### src/rtl/ibl_pkg.sv
package ibl_pkg;
  typedef enum logic [1:0] {
    TRK_IDLE = 2'd0,
    TRK_QUAL = 2'd1,
    TRK_SET  = 2'd2
  } trk_state_e;
endpackage

### src/rtl/ibl_window_ctr.sv
module ibl_window_ctr #(
  parameter int WIN_BITS = 1000
) (
  input  logic clk_i,
  input  logic rst_ni,
  output logic win_end_o
);
  localparam int CNT_W = $clog2(WIN_BITS);
  localparam logic [CNT_W-1:0] LAST = CNT_W'(WIN_BITS - 1);

  logic [CNT_W-1:0] cnt_q, cnt_d;

  always_comb begin
    win_end_o = (cnt_q == LAST);
    cnt_d     = win_end_o ? '0 : cnt_q + 1'b1;
  end

  always_ff @(posedge clk_i or negedge rst_ni) begin
    if (!rst_ni) cnt_q <= '0;
    else         cnt_q <= cnt_d;
  end

  assert_win_range_R5: assert property (@(posedge clk_i) disable iff (!rst_ni)
    cnt_q <= LAST);
endmodule

### src/rtl/ibl_code_track.sv
module ibl_code_track
  import ibl_pkg::*;
#(
  parameter int                  PERIOD    = 5,
  parameter logic [PERIOD-1:0]   PATTERN   = 5'b00001,
  parameter int                  ERR_LIMIT = 10,
  parameter int                  TMR_W     = 13
) (
  input  logic             clk_i,
  input  logic             rst_ni,
  input  logic             rx_bit_i,
  input  logic             ms_tick_i,
  input  logic             win_end_i,
  input  logic             clear_i,
  input  logic [TMR_W-1:0] hold_i,
  output logic             will_set_o,
  output logic             det_o
);
  localparam int ERR_W = $clog2(ERR_LIMIT + 1);
  localparam logic [ERR_W-1:0] LIM = ERR_W'(ERR_LIMIT);
  localparam logic [2*PERIOD-1:0] DBL = {PATTERN, PATTERN};

  trk_state_e        state_q, state_d;
  logic [PERIOD-1:0] hist_q, hist_d;
  logic [ERR_W-1:0]  err_q, err_d, err_now;
  logic [TMR_W-1:0]  tmr_q, tmr_d;
  logic [PERIOD-1:0] cur_win;
  logic [PERIOD-1:0] rot_hit;
  logic              aligned, mism, fail;

  assign cur_win = {hist_q[PERIOD-2:0], rx_bit_i};

  genvar g;
  generate
    for (g = 0; g < PERIOD; g++) begin : g_rot
      assign rot_hit[g] = (cur_win == DBL[g +: PERIOD]);
    end
  endgenerate

  always_comb begin
    aligned    = |rot_hit;
    mism       = rx_bit_i ^ hist_q[PERIOD-1];
    err_now    = (err_q >= LIM) ? LIM : err_q + ERR_W'(mism);
    fail       = (err_now >= LIM);
    will_set_o = (state_q == TRK_QUAL) && !fail && ms_tick_i && (tmr_q >= hold_i);
    hist_d     = cur_win;
    err_d      = win_end_i ? '0 : err_now;
    state_d    = state_q;
    tmr_d      = tmr_q;
    unique case (state_q)
      TRK_IDLE: begin
        tmr_d = '0;
        if (!fail && aligned && !clear_i) state_d = TRK_QUAL;
      end
      TRK_QUAL: begin
        if (fail || clear_i)  state_d = TRK_IDLE;
        else if (will_set_o)  state_d = TRK_SET;
        else if (ms_tick_i)   tmr_d   = tmr_q + 1'b1;
      end
      TRK_SET: begin
        if (fail || clear_i)  state_d = TRK_IDLE;
      end
      default: state_d = TRK_IDLE;
    endcase
  end

  always_ff @(posedge clk_i or negedge rst_ni) begin
    if (!rst_ni) begin
      state_q <= TRK_IDLE;
      hist_q  <= '0;
      err_q   <= '0;
      tmr_q   <= '0;
    end else begin
      state_q <= state_d;
      hist_q  <= hist_d;
      err_q   <= err_d;
      tmr_q   <= tmr_d;
    end
  end

  assign det_o = (state_q == TRK_SET);

  assert_set_from_qual_R2: assert property (@(posedge clk_i) disable iff (!rst_ni)
    (state_q == TRK_SET) && !$past(state_q == TRK_SET)
      |-> $past(state_q == TRK_QUAL) && $past(ms_tick_i));

  assert_tmr_frozen_R9: assert property (@(posedge clk_i) disable iff (!rst_ni)
    (state_q == TRK_QUAL) && $past(state_q == TRK_QUAL) && !$past(ms_tick_i)
      |-> $stable(tmr_q));
endmodule

### src/rtl/ibl_code_qualifier.sv
module ibl_code_qualifier #(
  parameter int WIN_BITS    = 1000,
  parameter int ERR_LIMIT   = 10,
  parameter int HOLD_NORMAL = 40,
  parameter int HOLD_AUTO   = 5100
) (
  input  logic clk_i,
  input  logic rst_ni,
  input  logic rx_bit_i,
  input  logic ms_tick_i,
  input  logic auto_rlb_i,
  output logic act_det_o,
  output logic deact_det_o,
  output logic rlb_en_o
);
  localparam int TMR_W = $clog2(((HOLD_AUTO > HOLD_NORMAL) ? HOLD_AUTO : HOLD_NORMAL) + 1);
  localparam logic [TMR_W-1:0] HOLD_N = TMR_W'(HOLD_NORMAL);
  localparam logic [TMR_W-1:0] HOLD_A = TMR_W'(HOLD_AUTO);

  logic             win_end;
  logic [TMR_W-1:0] hold;
  logic             act_will, deact_will, act_win, deact_win;
  logic             rlb_q, rlb_d;

  assign hold = auto_rlb_i ? HOLD_A : HOLD_N;

  ibl_window_ctr #(.WIN_BITS(WIN_BITS)) u_win (
    .clk_i     (clk_i),
    .rst_ni    (rst_ni),
    .win_end_o (win_end)
  );

  ibl_code_track #(
    .PERIOD(5), .PATTERN(5'b00001), .ERR_LIMIT(ERR_LIMIT), .TMR_W(TMR_W)
  ) u_act (
    .clk_i      (clk_i),
    .rst_ni     (rst_ni),
    .rx_bit_i   (rx_bit_i),
    .ms_tick_i  (ms_tick_i),
    .win_end_i  (win_end),
    .clear_i    (deact_win),
    .hold_i     (hold),
    .will_set_o (act_will),
    .det_o      (act_det_o)
  );

  ibl_code_track #(
    .PERIOD(3), .PATTERN(3'b001), .ERR_LIMIT(ERR_LIMIT), .TMR_W(TMR_W)
  ) u_deact (
    .clk_i      (clk_i),
    .rst_ni     (rst_ni),
    .rx_bit_i   (rx_bit_i),
    .ms_tick_i  (ms_tick_i),
    .win_end_i  (win_end),
    .clear_i    (act_win),
    .hold_i     (hold),
    .will_set_o (deact_will),
    .det_o      (deact_det_o)
  );

  always_comb begin
    act_win   = act_will;
    deact_win = deact_will && !act_will;
    rlb_d     = rlb_q;
    if (act_win)        rlb_d = 1'b1;
    else if (deact_win) rlb_d = 1'b0;
  end

  always_ff @(posedge clk_i or negedge rst_ni) begin
    if (!rst_ni) rlb_q <= 1'b0;
    else         rlb_q <= rlb_d;
  end

  assign rlb_en_o = rlb_q;

  assert_excl_R7: assert property (@(posedge clk_i) disable iff (!rst_ni)
    !(act_det_o && deact_det_o));

  assert_rlb_on_R8: assert property (@(posedge clk_i) disable iff (!rst_ni)
    $rose(act_det_o) |-> rlb_en_o);

  assert_rlb_off_R8: assert property (@(posedge clk_i) disable iff (!rst_ni)
    $rose(deact_det_o) |-> !rlb_en_o);

  assert_rlb_hold_R8: assert property (@(posedge clk_i) disable iff (!rst_ni)
    !$rose(act_det_o) && !$rose(deact_det_o) |-> $stable(rlb_en_o));
endmodule

### config.mk
export PLATFORM = sky130hd
export DESIGN_NAME = ibl_code_qualifier
export DESIGN_NICKNAME = d
export VERILOG_FILES = /design/src/rtl/ibl_pkg.sv /design/src/rtl/ibl_window_ctr.sv /design/src/rtl/ibl_code_track.sv /design/src/rtl/ibl_code_qualifier.sv
export SDC_FILE = /design/constraint.sdc
export NUM_CORES = 1
export LEC_CHECK = 0
export BUFFER_PORTS_ARGS = -buffer_cell sky130_fd_sc_hd__buf_2
export CAP_MARGIN = 20
export CORE_MARGIN = 1
export CORE_UTILIZATION = 34
export CTS_CLUSTER_SIZE = 14
export DETAILED_ROUTE_END_ITERATION = 12
export PLACE_DENSITY = 0.58
export SETUP_SLACK_MARGIN = 0.4
export SLEW_MARGIN = 25
export SYNTH_ARGS = -nofsm -noshare
export SYNTH_HDL_FRONTEND = slang
export SYNTH_SLANG_ARGS = --single-unit
### constraint.sdc
create_clock -name clk_i -period 2.5 [get_ports clk_i]
set_input_delay 0.125 -clock clk_i [delete_from_list [all_inputs] [get_ports clk_i]]
set_output_delay 0.125 -clock clk_i [all_outputs]
set_load 0.005 [all_outputs]
; ---- After elaboration in Yosys (flattened, before gate mapping)
; Cells that the tools add are included.
[word_totals]
ff_bits = 57
in_bits = 5
out_inout_bits = 3
word_cells = 102
[classes]
n_addsub = 5
order_cmp = 6
eq_ne = 25
mux = 26
bitwise = 2
reduce_logical = 28
[op_table]
columns = op, n
row1 = $mux W13, 7
row2 = $pmux W13 S2, 2
row3 = $add A13 B1 Y13 const B, 2
row4 = $ge A13 B13 Y1, 2
row5 = $ge A4 B4 Y1 const B, 4
row6 = $mux W2, 8
row7 = $mux W4, 4
row8 = $ne A2 B2 Y1 const B, 6
row9 = $pmux W2 S3, 2
row10 = $logic_and A1 B1 Y1, 11
row11 = $add A10 B1 Y10 const B, 1
row12 = $eq A10 B10 Y1 const B, 1
row13 = $mux W10, 1
row14 = $add A4 B1 Y4, 2
row15 = $ne A2 B1 Y1 const B, 4
row16 = $reduce_and A4 Y1, 2
row17 = $reduce_and A3 Y1, 2
row18 = $reduce_bool A2 Y1, 3
row19 = $eq A5 B1 Y1 const B, 1
row20 = $eq A5 B2 Y1 const B, 1
row21 = $eq A5 B3 Y1 const B, 1
row22 = $eq A5 B4 Y1 const B, 1
row23 = $eq A5 B5 Y1 const B, 1
row24 = $reduce_or A5 Y1, 1
row25 = 13 further kinds, 22

; ---- Depth between registers and ports, before layout
[logic_depth]
depth_word = 14
ltp_mapped = 12
depth_no_buf = 10

; ---- Cells and area by module
; Synthesis repeated with hierarchy kept, for this count alone.
[hier_totals]
cells_unflattened = 386
area_unflattened_um2 = 3641.0
[modules_own_cells]
columns = module, instances, cells_per_inst, area_each_um2, seq_area_each_um2
row1 = ibl_code_track (u_act), 1, 169, 1557.7, 600.6
row2 = ibl_code_track (u_deact), 1, 168, 1552.7, 550.5
row3 = ibl_window_ctr, 1, 43, 483.0, 250.2
row4 = ibl_code_qualifier, 1, 6, 47.5, 25.0

; ---- Least setup slack after synthesis
; Ideal clock, no wire load.
[synth_path]
kind = reg-to-reg
start = reg u_act.hist_q[2] (netlist name)
end = reg u_act.tmr_q[3]
setup_ns = 0.139
t_arrival_ns = 2.497
required_time_ns = 2.361
setup_slack_ns = -0.136
path_stages_with_launch = 12
n_path_buf = 1
period_less_slack_ns = 2.636
cell_sequence = dfrtp_1 > xor2_1 > ha_1 > ha_1 > nand2b_1 > a31oi_1 > o31ai_1 > or4_1 > buf_4 > nand3_1 > xor2_1 > nor2_1
[synth_lines]
columns = element, line_no
row1 = "end signal, assigned", ibl_code_track.sv:77  ; tmr_q <= tmr_d;
row2 = "end, declared", ibl_code_track.sv:26  ; logic [TMR_W-1:0] tmr_q, tmr_d;

; ---- Worst setup path after layout
[layout_path]
start = reg u_act.hist_q[4]
end = reg u_deact.tmr_q[4]
[layout_between]
elab_chain_len = 11
[layout_lines]
columns = element, line_no
row1 = "start, declared", ibl_code_track.sv:24  ; logic [PERIOD-1:0] hist_q, hist_d;
row2 = "start signal, assigned", ibl_code_track.sv:75  ; hist_q <= hist_d;
row3 = $xor A1 B1 Y1, ibl_code_track.sv:42  ; mism = rx_bit_i ^ hist_q[PERIOD-1];
row4 = $add A4 B1 Y4, ibl_code_track.sv:43  ; err_now = (err_q >= LIM) ? LIM : err_q + ERR_W'(mism);
row5 = $mux W4, ibl_code_track.sv:43
row6 = $ge A4 B4 Y1, ibl_code_track.sv:44  ; fail = (err_now >= LIM);
row7 = $logic_not A1 Y1, ibl_code_track.sv:45  ; will_set_o = (state_q == TRK_QUAL) && !fail && ms_tick_i && (tmr_q >= hold_i);
row8 = $logic_and A1 B1 Y1 (3 in a row), ibl_code_track.sv:45
row9 = $logic_or A1 B1 Y1, ibl_code_track.sv:56  ; if (fail || clear_i) state_d = TRK_IDLE;
row10 = $ne A2 B2 Y1 (no line), n/a
row11 = $reduce_and A4 Y1 (no line), n/a
row12 = "end signal, assigned", ibl_code_track.sv:77
row13 = "end, declared", ibl_code_track.sv:26
; Every way passes these cells.
; A chain may end at the register's enable or synchronous reset.

==> impl_metrics.json <==
{
  "outcome": "finished, violations left",
  "violations": "negative setup slack",
  "grt_pass1_vias": 2475,
  "vdd_drop_max_uv": 546,
  "maxCapViolCount": 0,
  "coreArea_mm2": 0.00838,
  "slew_violations": 0,
  "cp.required_ns": 2.74,
  "drt-pass1-iter-count": 4,
  "synthCells": 316,
  "slew_headroom_pct": 46.1,
  "period_needed_ns": 2.60,
  "final_layout_size_suffix_gt1_share_pct": 29.0,
  "skew_ns": 0.00856,
  "synth_top_area_cell": "dfrtp_1",
  "final_util_pct": 48.1,
  "routed_wl_um": 6930,
  "clockBufferDepth": 2,
  "ys_seq_area_share_pct": 45.1,
  "cp-start-kind": "register",
  "power.leakage_nw": 1.74,
  "synth_edf_count": 0,
  "ys.flop_type": "dfrtp_1",
  "finalPower_w": 0.00288,
  "wire_per_inst_um": 14.5,
  "postSynthAreaPerCell_um2": 9.49,
  "worst_pin_slew_ns": 0.806,
  "crit_type": "register to register",
  "yosysTopAreaCellShare_pct": 45.1,
  "clk_pin_slew_worst_paths_ns": 0.10,
  "final_cell_mix": "dfrtp_1 (54), nor2_1 (33), buf_4 (33)",
  "r2r_start": "u_act.hist_q[4]",
  "port_buffers": 7,
  "synth_area_mm2": 0.00300,
  "cp.buffers_inverters": 0,
  "grt_max_degree": 39,
  "rsz0062_at_grt": "true",
  "start_util_pct": 35.8,
  "synthArstFlopShare_pct": 100,
  "cp_max_fo": 5,
  "die_h_um": 95.9,
  "final_common_cell": "dfrtp_1",
  "power_density_mw_per_mm2": 715,
  "setup_slack_ns": -0.102,
  "syn_nets": 342,
  "drt_iter0_markers": 106,
  "synth_cell_types": 47,
  "clk_latency_ns": 0.31,
  "hold_viol": 0,
  "max_freq_mhz": 384,
  "ant_nets": 0,
  "cp_slowest_cell": "o311a_4",
  "rows": 33,
  "clock-sinks": 54,
  "gp_congestion": 0.741,
  "postSynthRegisterBits": 54,
  "yosys_warnings": 0,
  "area_growth_pct": 34.3,
  "critPathTopFamily": "compound AO/OA/AOI/OAI gates",
  "path_cells": "xor2_1 -> ha_2 -> ha_4 -> nand2b_4 -> a31oi_4 -> o311a_4 -> a21o_4 -> o21a_4 -> or3_1 -> a21oi_2",
  "slowest_delay_ns": 0.40,
  "num-nets-final": 397,
  "cts_max_level": 2,
  "min_from": "rx_bit_i",
  "critPathCaptureType": "register",
  "holdCritPathClass": "primary input to register",
  "finalInstanceArea_mm2": 0.00403,
  "antennaDiodeCount": 0,
  "die_x_um": 95.9,
  "grt-ovfl-total": 0,
  "grtUsageTotal_pct": 15.9,
  "root_buffer": "clkbuf_8",
  "vias": 2531,
  "io_pins": 8,
  "crit_start": "u_act.hist_q[4]",
  "hpwl_um": 4510,
  "numCtsBuffers": 5,
  "arrival_ns": 2.85,
  "setup_viol": 14,
  "die-area_mm2": 0.00920,
  "period_share_pct": 104,
  "viasPerCell": 5.31,
  "drc_errors": 0,
  "dpl_cell_area_mm2": 0.00342,
  "synthTopCellsByArea": "dfrtp_1 (45%), ha_1 (8.8%), nor2_1 (4.3%), o21ai_0 (3.5%), a21oi_1 (3.2%)",
  "cts_tree": "built",
  "grt_first_pass_wirelength_um": 11400,
  "antenna_found_initial": 0
}
## logic make-up after synthesis
family          Yosys count  synth area share, %
fa+ha+maj                21                 8.76
flops                    54                 45.1
xor+xnor                 14                 4.09
simple gates            122                 21.3
buf+inv                  22                 2.88
mux                       1                0.334
compound gates           82                 17.6
## registers in the layout, summed over array words and instances, names as in the netlist
register,count
u_act.tmr_q,13
u_deact.tmr_q,13
u_win.cnt_q,10
u_act.err_q,4
u_deact.err_q,4
u_act.hist_q,3
u_act.state_q,2
u_deact.hist_q,2
u_deact.state_q,2
rlb_en_o,1
## layer usage
layer	track usage (%)	vias to the layer above	routed length, µm
li1	-	1267	-
met1	20.8	1233	3290
met2	27.4	20	3370
met3	2.53	11	168
met4	4.35	0	99
met5	0	-	0
## cells in the mapped netlist, types with 8 or more instances
cell and instances:
dfrtp_1 54, nor2_1 34, ha_1 21, o21ai_0 21, a21oi_1 19, nand2_1 19
inv_1 16, nand3_1 13, nor3_1 11, a31oi_1 10, xor2_1 9, and3_1 8
## final timing paths
path / end / slack [ns] / cells past startpoint
min: u_deact.hist_q[0] / 0.12 / 2
max reg2reg: u_deact.tmr_q[4] / -0.10 / 10
min in group asynchronous: u_win.cnt_q[3] / 0.26 / 2
max: u_deact.tmr_q[4] / -0.10 / 10
min reg2reg: u_act.hist_q[4] / 0.40 / 0
max in group asynchronous: rlb_en_o / 1.42 / 3
## layout make-up
type / instances / area, µm²
clock buffer: 7 / 76.3
clock inverter: 1 / 30.0
fill: 777 / 4350
inverter: 16 / 60.1
multi-input combinational: 240 / 1920
sequential: 54 / 1350
tap: 105 / 131
timing repair buffer: 54 / 460
## where the power goes
group          internal [W]  switching (W)
clock network      0.000300       0.000288
registers          0.000965       0.000152
logic              0.000614       0.000559
total               0.00188       0.000999
## timing repair
action	CTS	global route
hold buffers	1	0
setup buffers	15	8
endpoints found under the setup margin	31	31
cloned	1	0
pin swaps	16	18
endpoints found under the hold margin	16	0
gates resized for setup	17	40
## through the flow
step / hold WS [ns] / setup slack [ns] / TNS, ns / cells
2_1_floorplan: -0.171 / 0.0266 / 0 / 316
3_5_place_dp: 0.0644 / -0.0679 / -0.574 / 444
4_1_cts: 0.116 / -0.0653 / -0.328 / 469
6_report: 0.123 / -0.102 / -0.484 / 477
3_3_place_gp: 0.0659 / -0.0238 / -0.131 / 444
5_1_grt: 0.123 / -0.187 / -3.25 / 477
Note: power is estimated with default switching activity, not from simulation.
